--- src/rtl/spi_shift_engine.sv ---
module spi_shift_engine #(
  parameter int HALF = 2
) (
  input  logic        clk,
  input  logic        rst_n,
  input  logic        reg_we,
  input  logic [1:0]  reg_addr,
  input  logic [31:0] reg_wdata,
  output logic [31:0] reg_rdata,
  output logic        busy,
  output logic        spi_sck,
  output logic        spi_mosi,
  input  logic        spi_miso,
  output logic [2:0]  spi_cs_n
);
  localparam int DW = (HALF > 1) ? $clog2(HALF) : 1;
  localparam logic [DW-1:0] DIV_LAST = DW'(HALF - 1);

  logic        en_q, term_q, cpol_q, ph_q, busy_q;
  logic [2:0]  cs_q;
  logic [6:0]  left_q;
  logic [DW-1:0] div_q;
  logic [31:0] sh_q, tx_q, rx_q, ctrl_q;

  wire       ctl_wr = reg_we && reg_addr == 2'd1 && !busy_q;
  wire       start  = ctl_wr && reg_wdata[31] && en_q;
  wire [6:0] n      = reg_wdata[6:0];
  wire       tick   = busy_q && div_q == DIV_LAST;

  logic [2:0]  sel;
  logic [31:0] load;
  always_comb begin
    if (reg_wdata[28])      sel = 3'b001;
    else if (reg_wdata[29]) sel = 3'b010;
    else if (reg_wdata[30]) sel = 3'b100;
    else                    sel = 3'b001;
    load = (n >= 7'd32) ? tx_q : (tx_q << (7'd32 - n));
  end

  always_ff @(posedge clk or negedge rst_n) begin
    if (!rst_n) begin
      en_q <= 1'b0; term_q <= 1'b0; cpol_q <= 1'b0; ph_q <= 1'b0; busy_q <= 1'b0;
      cs_q <= 3'b000; left_q <= '0; div_q <= '0;
      sh_q <= '0; tx_q <= '0; rx_q <= '0; ctrl_q <= '0;
    end else begin
      if (reg_we && reg_addr == 2'd0) en_q <= reg_wdata[0];
      if (reg_we && reg_addr == 2'd2 && !busy_q) tx_q <= reg_wdata;
      if (ctl_wr) begin
        ctrl_q <= reg_wdata;
        cpol_q <= reg_wdata[27];
        term_q <= reg_wdata[26];
        if (start) begin
          sh_q   <= load;
          left_q <= n;
          div_q  <= '0;
          ph_q   <= 1'b0;
          busy_q <= (n != 7'd0);
          cs_q   <= (n == 7'd0 && reg_wdata[26]) ? 3'b000 : sel;
        end else begin
          cs_q <= 3'b000;
        end
      end else if (busy_q) begin
        if (tick) begin
          div_q <= '0;
          ph_q  <= ~ph_q;
          if (!ph_q) begin
            rx_q <= {rx_q[30:0], spi_miso};
          end else begin
            sh_q   <= sh_q << 1;
            left_q <= left_q - 7'd1;
            if (left_q == 7'd1) begin
              busy_q <= 1'b0;
              if (term_q) cs_q <= 3'b000;
            end
          end
        end else begin
          div_q <= div_q + DW'(1);
        end
      end
    end
  end

  always_comb begin
    case (reg_addr)
      2'd0:    reg_rdata = {31'b0, en_q};
      2'd1:    reg_rdata = {busy_q, ctrl_q[30:0]};
      2'd2:    reg_rdata = tx_q;
      default: reg_rdata = rx_q;
    endcase
  end

  assign busy     = busy_q;
  assign spi_sck  = en_q & (cpol_q ^ ph_q);
  assign spi_mosi = en_q & busy_q & sh_q[31];
  assign spi_cs_n = en_q ? ~cs_q : 3'b111;

  assert_one_cs_R6: assert property (@(posedge clk) disable iff (!rst_n)
    $onehot0(~spi_cs_n));
  assert_cs_while_busy_R7: assert property (@(posedge clk) disable iff (!rst_n)
    (busy && en_q) |-> (spi_cs_n != 3'b111));
  assert_release_at_end_R7: assert property (@(posedge clk) disable iff (!rst_n)
    ($fell(busy) && term_q && en_q) |-> (spi_cs_n == 3'b111));
  assert_idle_clock_R5: assert property (@(posedge clk) disable iff (!rst_n)
    (!busy && !reg_we) |=> $stable(spi_sck));
  assert_rx_quiet_R4: assert property (@(posedge clk) disable iff (!rst_n)
    !busy |=> $stable(rx_q));
endmodule

--- config.mk ---
export PLATFORM = sky130hd
export DESIGN_NAME = spi_shift_engine
export DESIGN_NICKNAME = d
export VERILOG_FILES = /design/src/rtl/spi_shift_engine.sv
export SDC_FILE = /design/constraint.sdc
export NUM_CORES = 1
export LEC_CHECK = 0
export BUFFER_PORTS_ARGS = -buffer_cell sky130_fd_sc_hd__buf_2
export CAP_MARGIN = 5
export CORE_ASPECT_RATIO = 1.75
export CORE_MARGIN = 1
export CORE_UTILIZATION = 60
export DETAILED_ROUTE_END_ITERATION = 10
export HOLD_SLACK_MARGIN = 0.1
export PLACE_DENSITY = 0.85
export SYNTH_ARGS = -nofsm -noshare
export SYNTH_HDL_FRONTEND = slang
export SYNTH_SLANG_ARGS = --single-unit
--- constraint.sdc ---
create_clock -name clk -period 5 [get_ports clk]
set_input_delay 0.25 -clock clk [delete_from_list [all_inputs] [get_ports clk]]
set_output_delay 0.25 -clock clk [all_outputs]
set_load 0.02 [all_outputs]
## Word level (Yosys, flattened, before mapping)

Cells that the tools add are included.

| word-level totals | value |
|---|---|
| flip-flop bits (word level) | 143 |

| operators by class | value |
|---|---|
| $lt $le $gt $ge | 1 |
| bitwise operators | 7 |
| shifts and indexed selects | 1 |
| equality and inequality tests | 4 |
| mux-type cells | 37 |
| add/sub/neg operators | 3 |
| reduce and logical (&&, ||, !) cells | 23 |

Operators by type and width:

| cell | count |
|---|---|
| two-way mux 32 bit | 6 |
| case mux 32 bit (3 select lines) | 1 |
| two-way mux 3 bit | 12 |
| two-way mux 7 bit | 5 |
| << shifter 32 x 7 -> 32 bit | 1 |
| two-way mux 1 bit | 13 |
| nonzero test 2 bit | 5 |
| logical AND 1 bit | 9 |
| AND reduction 4 bit | 2 |
| equality test 7 x 1 -> 1 bit (second input constant) | 1 |
| greater-or-equal comparator 7 x 6 -> 1 bit (second input constant) | 1 |
| logical NOT 7 bit | 1 |
| nonzero test 7 bit | 1 |
| subtractor 6 x 7 -> 7 bit (first input constant) | 1 |
| subtractor 7 x 1 -> 7 bit (second input constant) | 1 |
| AND reduction 5 bit | 1 |
| bitwise AND 1 bit | 3 |
| inverter 3 bit | 1 |
| AND reduction 3 bit | 1 |
| equality test 2 x 1 -> 1 bit (second input constant) | 1 |
| equality test 2 bit (second input constant) | 1 |
| logical NOT 2 bit | 1 |
| inequality test 2 x 1 -> 1 bit (second input constant) | 1 |
| inverter 1 bit | 2 |
| 4 further kinds | 4 |

## Logic depth before layout (Yosys ltp)

| depth | value |
|---|---|
| word-level depth | 7 |
| depth in mapped cells | 14 |
| depth with buffers taken out | 8 |

## Least setup slack after synthesis

OpenSTA, ideal clock, no wires.

| timing path | value |
|---|---|
| path kind | input to register |
| start | input port reg_wdata[0] |
| end | register sh_q[15] |
| required time | 4.869 ns |
| arrival | 2.776 ns |
| slack | 2.094 ns |
| stages on the path | 14 |
| library setup time | 0.131 ns |
| cell sequence | buf_4 > buf_6 > buf_6 > buf_6 > inv_1 > ha_1 > buf_2 > buf_2 > mux4_2 > mux2_2 > nand4_1 > o21ai_0 > a221oi_1 > nor3_1 |

| on the way | value |
|---|---|
| word-level cells in the longest chain between the ends | 5 |
| elaborated cells between the ends (all ways) | 6 |
| those cells by class | add/sub (1); order compare (1); shift (1); mux (3) |

Ends and longest elaborated chain:

| what | RTL line | source |
|---|---|---|
| start: declaration | 8 | `input logic [31:0] reg_wdata,` |
| subtractor 6 x 7 -> 7 bit | 37 | `load = (n >= 7'd32) ? tx_q : (tx_q << (7'd32 - n));` |
| << shifter 32 x 7 -> 32 bit | 37 |  |
| two-way mux 32 bit (*) | 37 |  |
| two-way mux 32 bit (*) | 52 | `if (start) begin` |
| two-way mux 32 bit (*) | 48 | `if (ctl_wr) begin` |
| end signal: assignment | 53 | `sh_q <= load;` |
| end signal: assignment | 69 | `sh_q <= sh_q << 1;` |
| end: declaration | 23 | `logic [31:0] sh_q, tx_q, rx_q, ctrl_q;` |

Every way passes the cells marked *; elsewhere a longest branch is shown, timed or not. The select of a mux whose other input is x is not followed.
A chain may end at the register's enable or synchronous reset.

## Final worst setup path

| timing path | value |
|---|---|
| start | input port reg_wdata[0] |
| end | register sh_q[27] |

Same word-level chain as after synthesis.

==> results.txt <==
The number of antenna violations at the first check in global routing is 0. The dominant register cell in the synthesized netlist is sky130_fd_sc_hd__dfrtp_1. The cell count after synthesis came out at 890. The run finished with clean final reports.

The run gives 96 as the pin count of the biggest net entering global routing. In this run the power density over the cells is 558 nW/um^2. The tools report the internal power as 3290 uW. Adding up every negative setup slack in the final design gives 0 ps.

The layout cell share with drive strength beyond 1 was 0.288. The top-area cell type share of the netlist area is 0.397, and the slew of the pin with the lowest slew margin is 1160 ps. The total area inside the core boundary comes to 14400 um^2. The initial cell density of the core was 0.616. The mean area per synthesized cell works out to 9.99 um^2.

The number of placed cells counting well taps was 1087; the HPWL reported at the end of detailed placement was 18600 um. The first-pass iteration count of the detailed router was 5; the largest voltage drop on the vdd net was 0.437 mV. The analysis attributes to cell leakage a power of 0.00454 uW.

Across the routed clock network, the largest skew measured is 14.0 ps. The layout overhead on the synthesized area was 14.0%. Cell chosen for the clock root: sky130_fd_sc_hd__clkbuf_16.

The average wire per cell in the routed design works out to 25.7 um. Synthesis inferred 141 register bits. Yosys printed 0 warnings. The die covers 15300 um^2. The most used standard cell by instance count after synthesis was sky130_fd_sc_hd__dfrtp_1. The fraction of the cycle the final worst path needs was 0.620. TritonCTS built the clock tree. Of all nets on the critical path, the largest fanout is 9.

The total of buffers placed on input and output ports was 75. The part of the power in registers is 0.385, and the proportion of register bits with asynchronous set or reset after synthesis is 1.00. In this run the count of I/O pins placed on the die edge is 76. The number of hold violations in the final report is 0. The maximum clock insertion buffer count was 2; the fill cell instance count of the final layout was 981.

Cell type with the highest aggregate area in the netlist: sky130_fd_sc_hd__dfrtp_1. The switching part of the total was 0.419. Setup violations remaining at the end of the flow were counted as 0. STA puts the critical path data arrival time at 3380 ps. The run gives 931 as the post-synth net total. The logs give 450 ps for the worst-skew pair later-pin latency and 0.235 for the power share of the clock group. The sequential element share of the synthesized area is 0.397. For the worst setup path, the data required time is 5280 ps.

In this run the vertical extent of the chip is 163 um. The type of the tightest min-delay check is input pin to flop. Setup repair after global routing left no endpoint under its margin. The final max-slew violation count was 0.

Sorting the synthesized cells by how often they occur yields sky130_fd_sc_hd__dfrtp_1, sky130_fd_sc_hd__nand2_1, sky130_fd_sc_hd__mux2_2. The critical path is of the input pin to flop type. The TritonCTS sink count is 141, and the total grt overflow is 0. The fraction of power consumed by combinational cells was 0.380. Across the run, the number of max-cap violations was 0. The run gives 8100 as the via count of the first global-routing pass.

The number of violations reported at the end of detailed-routing iteration 0 is 942. The post-CTS repair timing setup buffer count is 0. The routed design has 29400 um of wire. The worst slew margin relative to its limit came out at 0.219. The tools report the global-route wire length before repair as 46300 um. The switching power of the nets was 2370 uW. For this run, design rule violations remaining after detail routing come to 0. The H-tree generated during clock tree synthesis spans 4 levels. Timing would allow up to 323 MHz. Once the clock tree was built, the resizer swapped 0 gates to a different size.

STA classifies the critical path startpoint as an input pin. In the routed layout, each cell is associated on average with a via count of 7.01. Yosys mapped the design onto 74 distinct sky130hd cell types. The time the worst path needs with I/O delays and setup was 3100 ps; the detailed-route via count was 8024. The synthesized netlist occupies a cell area of 8890 um^2. The filler-free cell count of the finished design was 1144.

The placer congestion estimate was 1.00; the width of the die was 94.0 um. Clock transition at the registers of the reported paths: 70 ps. Sorting the synthesized cells by area gives the leading types as sky130_fd_sc_hd__dfrtp_1, sky130_fd_sc_hd__mux2_2, sky130_fd_sc_hd__nand2_1.

Kind of capture point of the worst setup path: a flop. The run gives 0 as the remaining number of nets flagged by the antenna check after routing. In this run, synthesis inferred 0 flip-flops with an integrated enable.

The total clock buffers created by CTS was 17. Row generation in the floorplan step produced 58 rows. The total global-route track usage was 0.408; the antenna diode instance count was 0. After the last flow step, the layout net total stands at 992.
## logic make-up after synthesis
family	Yosys count	synth area share
buffers and inverters	84	0.0450
DFF	141	0.397
adders and majority gates	3	0.00422
and+or+nand+nor	281	0.149
muxes	169	0.237
AOI/OAI and AO/OA	204	0.159
xor gates and xnor gates	8	0.00957
## cells in the final DEF, fill, tap and decap left out, drive strengths merged, types with 3 or more instances in the layout
cell,n
dfrtp,141
nand2,137
mux2,112
buf,92
o21ai,54
nor2,49
a21oi,42
mux2i,36
a22o,35
dlygate4sd3,25
nor3,25
mux4,21
nand3,20
clkbuf,17
inv,17
a221oi,15
or3,13
a31oi,7
nor4,7
o211ai,6
clkinv,6
and2,5
o31ai,5
o22ai,4
o21a,4
xor2,4
xnor2,4
or2,3
nand2b,3
a22oi,3
a32oi,3
ha,3
nor2b,3
## critical path: stages
cell and delay (ps):
sky130_fd_sc_hd__buf_2 110, sky130_fd_sc_hd__inv_1 130, sky130_fd_sc_hd__ha_1 430, sky130_fd_sc_hd__or3b_4 480
sky130_fd_sc_hd__and2_1 190, sky130_fd_sc_hd__o21ai_1 510, sky130_fd_sc_hd__nor2_1 230, sky130_fd_sc_hd__a221oi_1 870
sky130_fd_sc_hd__a31oi_1 170
## per-layer routing
layer,routed length [um],GRT usage
met3,2480,0.0843
met4,2060,0.255
met2,14500,0.673
met1,10300,0.482
met5,0,0
## sequential cells by signal, summed over array words and instances, names as in the netlist
| signal | cells |
|---|---|
| ph_q | 1 |
| busy | 1 |
| tx_q | 32 |
| ctrl_q | 31 |
| en_q | 1 |
| div_q | 1 |
| left_q | 7 |
| sh_q | 32 |
| rx_q | 32 |
| cs_q | 3 |
## power by group through the flow
stage / clock (uW) / sequential (uW) / combinational, uW
floorplan: 0 / 1900 / 1580
global placement: 0 / 2120 / 2010
detailed placement: 0 / 2130 / 2040
CTS: 1330 / 2130 / 2080
global route: 1370 / 2210 / 2300
finish: 1330 / 2180 / 2150
## per-stage QoR
stage / util / total power (uW) / cell area [um^2] / setup slack, ps / hold WS, ps
after floorplan: - / 3470 / 8890 / 2090 / -45.6
after global placement: 0.643 / 4130 / 9290 / 1780 / 412
after detailed placement: 0.643 / 4180 / 9290 / 1710 / 411
after CTS: 0.702 / 5530 / 10100 / 2160 / 131
after global routing: 0.702 / 5880 / 10100 / 1810 / 121
final: 0.702 / 5660 / 10100 / 1900 / 129
## final cells by class
| class | instances | area (um^2) | share of cell area |
|---|---|---|---|
| Clock inverter | 15 | 176 | 0.0174 |
| Timing Repair Buffer | 117 | 759 | 0.0749 |
| Clock buffer | 17 | 425 | 0.0419 |
| Tap cell | 180 | 225 | 0.0222 |
| Sequential cell | 141 | 3530 | 0.348 |
| Multi-Input combinational cell | 665 | 4990 | 0.492 |
| Inverter | 9 | 33.8 | 0.00333 |
## worst paths after layout
path                                from          to  slack (ps)  cells after the start
hold reg to reg               ctrl_q[29]  ctrl_q[29]         480                      2
max in group asynchronous          rst_n    sh_q[10]        3320                      3
setup reg to reg                    busy    sh_q[24]        2130                      8
setup / recovery            reg_wdata[0]    sh_q[27]        1900                      9
min in group asynchronous          rst_n     cs_q[1]         460                      2
hold / removal             reg_wdata[31]    tx_q[31]         130                      2
## timing repair
item | CTS | global route
hold endpoints to repair | 136 | 0
setup endpoints to repair | 0 | 0
hold buffers | 25 | 0
(Power assumes the default switching activity.)
